--- config.mk ---
export PLATFORM = sky130hd
export DESIGN_NAME = until_mon
export DESIGN_NICKNAME = d
export VERILOG_FILES = /design/src/rtl/until_mon_pkg.sv /design/src/rtl/until_mon_ctrl.sv /design/src/rtl/until_mon_state.sv /design/src/rtl/until_mon.sv
export SDC_FILE = /design/constraint.sdc
export NUM_CORES = 1
export LEC_CHECK = 0
export CORE_AREA = 2 2 39 41
export DETAILED_ROUTE_END_ITERATION = 6
export DIE_AREA = 0 0 41 43
export PLACE_DENSITY = 0.31
export SLEW_MARGIN = 25
export SYNTH_ARGS = -nofsm -noshare
export SYNTH_HDL_FRONTEND = slang
export SYNTH_SLANG_ARGS = --single-unit
--- constraint.sdc ---
create_clock -name clk -period 0.8 [get_ports clk]
set_input_delay 0.16 -clock clk [delete_from_list [all_inputs] [get_ports clk]]
set_output_delay 0.16 -clock clk [all_outputs]
set_load 0.005 [all_outputs]
--- src/rtl/until_mon_pkg.sv ---
package until_mon_pkg;

  // Strobes sent from the evaluation logic to the state registers.
  typedef struct packed {
    logic armOpen;    // obligation is open after this cycle
    logic dropOpen;   // obligation closed by release
    logic raiseFail;  // rule violated in this cycle
  } strobe_t;

endpackage

--- src/rtl/until_mon_ctrl.sv ---
module until_mon_ctrl
  import until_mon_pkg::*;
(
  input  logic    clk,
  input  logic    rstN,
  input  logic    startIn,
  input  logic    holdIn,
  input  logic    releaseIn,
  input  logic    openState,
  input  logic    failState,
  output strobe_t strobe
);

  logic active;

  // The rule is live in a cycle when a start arrives or an obligation is carried in.
  assign active = startIn | openState;

  always_comb begin
    strobe = '0;
    if (!failState && active) begin
      if (releaseIn) begin
        strobe.dropOpen = 1'b1;
      end else if (holdIn) begin
        strobe.armOpen = 1'b1;
      end else begin
        strobe.raiseFail = 1'b1;
      end
    end
  end

  // A start with hold high and no release must leave an obligation open.
  assert_arm_R3: assert property (@(posedge clk) disable iff (!rstN)
    (startIn && holdIn && !releaseIn && !failState) |=> openState);

  // A live cycle with hold low and no release must latch a failure.
  assert_violate_R6: assert property (@(posedge clk) disable iff (!rstN)
    (active && !holdIn && !releaseIn) |=> (failState && !openState));

  // At most one strobe fires per cycle.
  assert_one_strobe_R8: assert property (@(posedge clk) disable iff (!rstN)
    $onehot0(strobe));

endmodule

--- src/rtl/until_mon_state.sv ---
module until_mon_state
  import until_mon_pkg::*;
(
  input  logic    clk,
  input  logic    rstN,
  input  logic    startIn,
  input  logic    releaseIn,
  input  strobe_t strobe,
  output logic    openState,
  output logic    failState
);

  always_ff @(posedge clk) begin
    if (!rstN) begin
      openState <= 1'b0;
      failState <= 1'b0;
    end else if (strobe.raiseFail) begin
      failState <= 1'b1;
      openState <= 1'b0;
    end else if (strobe.armOpen) begin
      openState <= 1'b1;
    end else if (strobe.dropOpen) begin
      openState <= 1'b0;
    end
  end

  // A failure is never withdrawn before reset.
  assert_fail_sticky_R7: assert property (@(posedge clk) disable iff (!rstN)
    failState |=> (failState && !openState));

  // A release while no failure is latched always closes the open flag.
  assert_release_R5: assert property (@(posedge clk) disable iff (!rstN)
    (releaseIn && !failState) |=> (!openState && !failState));

  // When idle, the state does not move.
  assert_idle_R10: assert property (@(posedge clk) disable iff (!rstN)
    (!openState && !startIn && !failState) |=> (!openState && !failState));

endmodule

--- src/rtl/until_mon.sv ---
module until_mon
  import until_mon_pkg::*;
(
  input  logic clk,
  input  logic rstN,
  input  logic startIn,
  input  logic holdIn,
  input  logic releaseIn,
  output logic validOut,
  output logic pendingOut
);

  strobe_t strobe;
  logic    openState;
  logic    failState;

  until_mon_ctrl u_ctrl (
    .clk       (clk),
    .rstN      (rstN),
    .startIn   (startIn),
    .holdIn    (holdIn),
    .releaseIn (releaseIn),
    .openState (openState),
    .failState (failState),
    .strobe    (strobe)
  );

  until_mon_state u_state (
    .clk       (clk),
    .rstN      (rstN),
    .startIn   (startIn),
    .releaseIn (releaseIn),
    .strobe    (strobe),
    .openState (openState),
    .failState (failState)
  );

  assign validOut   = ~failState;
  assign pendingOut = openState;

  // The status outputs never show pending together with failed.
  assert_status_code_R7: assert property (@(posedge clk) disable iff (!rstN)
    !(pendingOut && !validOut));

endmodule

==> results.py <==
metrics = {
    "status": {
        "status": "finished, violations left",
        "violations": "setup timing",
    },
    "synth": {
        "ys_ff_latch": 2,
        "synth_cell_types": 8,
        "postSynthAreaPerCell_um2": 8.01,
        "synth_warnings": 0,
        "syn_area_um2": 80.1,
        "synth_nets": 15,
        "ys_seq_area_share_pct": 50.0,
        "synth_cells": 10,
    },
    "global_route": {
        "grt_max_degree": 3,
        "grt_overflow": 0,
        "track_usage_pct": 5.71,
        "grt_pass1_wl_um": 524,
        "first_global_vias": 113,
        "grt_antenna_before_repair": 0,
    },
    "placement": {
        "place_congestion": 0.544,
        "place_hpwl_um": 193,
        "place_area_um2": 175,
        "portBuffers": 6,
        "dp_slack_ns": -0.216,
    },
    "flow_run": {
        "maxCapViolCount": 0,
    },
    "power_and_ir_drop": {
        "leakagePower_nw": 0.0818,
        "combPwrFrac_pct": 14.4,
        "peakVddDrop_uv": 266,
        "power_switching_share_pct": 20.8,
        "pwr-share-seq_pct": 28.0,
        "p_int_w": 0.000313,
        "clockPowerShare_pct": 57.6,
        "power_density_nw_per_um2": 1950,
        "p_switching_w": 0.0000821,
        "p_total_w": 0.000395,
    },
    "timing": {
        "timing.fmax_ghz": 1.18,
        "relSlewSlack_pct": 91.4,
        "setup_ws_ns": -0.0450,
        "finalCritPeriodShare_pct": 106,
        "rsz0062_at_grt": "true",
        "slew_violations": 0,
        "setup_viol": 2,
        "clock_skew_ns": 0.00324,
        "tightest_slew_ns": 0.128,
        "hold_viol": 0,
        "min_period_ns": 0.845,
    },
    "clock_tree": {
        "h-tree-depth": 1,
        "cts_tree": "built",
        "clock_latency_ns": 0.23,
        "path_clk_slew_ns": 0.03,
        "cts_made_buffers": 3,
        "clockBufferDepth": 2,
        "root_buffer": "clkbuf_4",
        "cts.sink_count": 2,
    },
    "setup_path": {
        "r2r_start": "u_state.failState",
        "crit_path_max_incr_delay_ns": 0.32,
        "crit_path_end_kind": "output pin",
        "worst_path_max_delay_cell": "dfxtp_2",
        "critPathMaxFanout": 2,
        "crit_required_ns": 0.64,
        "critPathLaunch": "u_state.failState",
        "cp_data_arrival_time_ns": 0.69,
        "start_kind": "flip-flop",
        "cp_cell_sequence": "inv_2 -> buf_6",
        "path_class": "reg -> out",
    },
    "min_path": {
        "hold_path.class": "in -> reg",
        "hold_start": "rstN",
    },
    "floorplan": {
        "coreArea_um2": 1380,
        "fp-row-count": 14,
        "ioPinCount": 7,
        "start_util_pct": 5.79,
        "fp.dieW_um": 41,
        "die_area_um2": 1760,
        "die_h_um": 43,
    },
    "cells_and_area": {
        "fill_cells": 151,
        "fin_util_pct": 14.6,
        "mostFrequentLayoutCell": "clkdlybuf4s50_1",
        "drive_above_1_share_pct": 47.6,
        "nets": 28,
        "n_antenna_cell": 0,
        "mostFrequentLayoutCells": "clkdlybuf4s50_1, clkbuf_4",
        "area_growth_pct": 153,
        "stdcell_area_um2": 203,
    },
    "detailed_routing": {
        "drcViolationCount": 0,
        "drtPass1Iterations": 3,
        "wl_per_cell_um": 7.43,
        "drt_wl_total_um": 275,
        "dr_total_vias": 105,
        "viasPerCell": 2.84,
        "drtIter0Drc": 6,
        "ant_nets": 0,
    },
}
kinds of logic after synthesis:
logic type / count (synthesis) / share of synthesized area, %
AO/OA/AOI/OAI: 4 / 28.1
flip-flops: 2 / 50.0
AND/OR/NAND/NOR: 3 / 17.2
buffers and inverters: 1 / 4.68
synth_stat cells:
master    n  share of area (%)
o21ai_0   1                6.2
inv_1     1                4.7
o21ai_1   1                6.2
dfxtp_1   2                 50
nor2b_1   1                7.8
a21oi_1   1                6.2
a21boi_1  1                9.4
nor2_1    2                9.4
sequential cells by signal, indices dropped and copies added (netlist names):
| name | count |
|---|---|
| u_state.failState | 1 |
| u_state.openState | 1 |
worst max-delay path: cells and delay by family (launching register included):
family | cells | cell delay [ns]
flip-flops | 1 | 0.32
buffers and inverters | 2 | 0.14
metrics by stage:
step / hold WS (ns) / instances / setup TNS, ns
2_1_floorplan: 0.296 / 10 / 0
3_3_place_gp: 0.489 / 34 / -0.732
3_5_place_dp: 0.506 / 34 / -0.758
4_1_cts: 0.487 / 37 / -0.0847
5_1_grt: 0.512 / 37 / -0.172
6_report: 0.495 / 37 / -0.0508
what timing repair did:
action	in CTS	in global routing
hold buffers	0	0
pin swaps	0	0
setup endpoints to repair	2	3
buffers inserted	0	0
gates resized for setup	12	1
power by group through the flow:
stage | Clock (W) | Combinational (W) | Sequential [W]
after CTS | 0.000247 | 0.0000546 | 0.000110
after detailed placement | 0 | 0.0000552 | 0.000110
after global routing | 0.000261 | 0.0000625 | 0.000112
after global placement | 0 | 0.0000546 | 0.000110
final | 0.000227 | 0.0000568 | 0.000111
after floorplan | 0 | 0.0000130 | 0.000110
layout make-up:
class / instances / area, um2 / area share (%)
clock buffer: 3 / 22.5 / 11.1
inverter: 1 / 3.75 / 1.85
multi-input combinational: 7 / 36.3 / 17.9
sequential: 2 / 42.5 / 21.0
tap: 16 / 20.0 / 9.88
timing repair buffer: 8 / 77.6 / 38.3
per-layer routing:
metal	GRT usage, %	wire [um]	part of all wire, %	up-vias
met3	8.38	53	19	0
met4	8.00	0	0	0
met1	5.41	138	50	43
li1	-	-	-	55
met5	0	0	0	-
met2	3.75	83	30	7
worst paths after layout:
check / slack, ns / depth (start not counted) / endpoint
worst max register to register: 0.03 / 4 / u_state.openState
worst min-delay path: 0.49 / 3 / u_state.openState
worst min register to register: 0.51 / 2 / u_state.openState
worst max-delay path: -0.05 / 2 / validOut
Power figures use the tool's default switching activity.
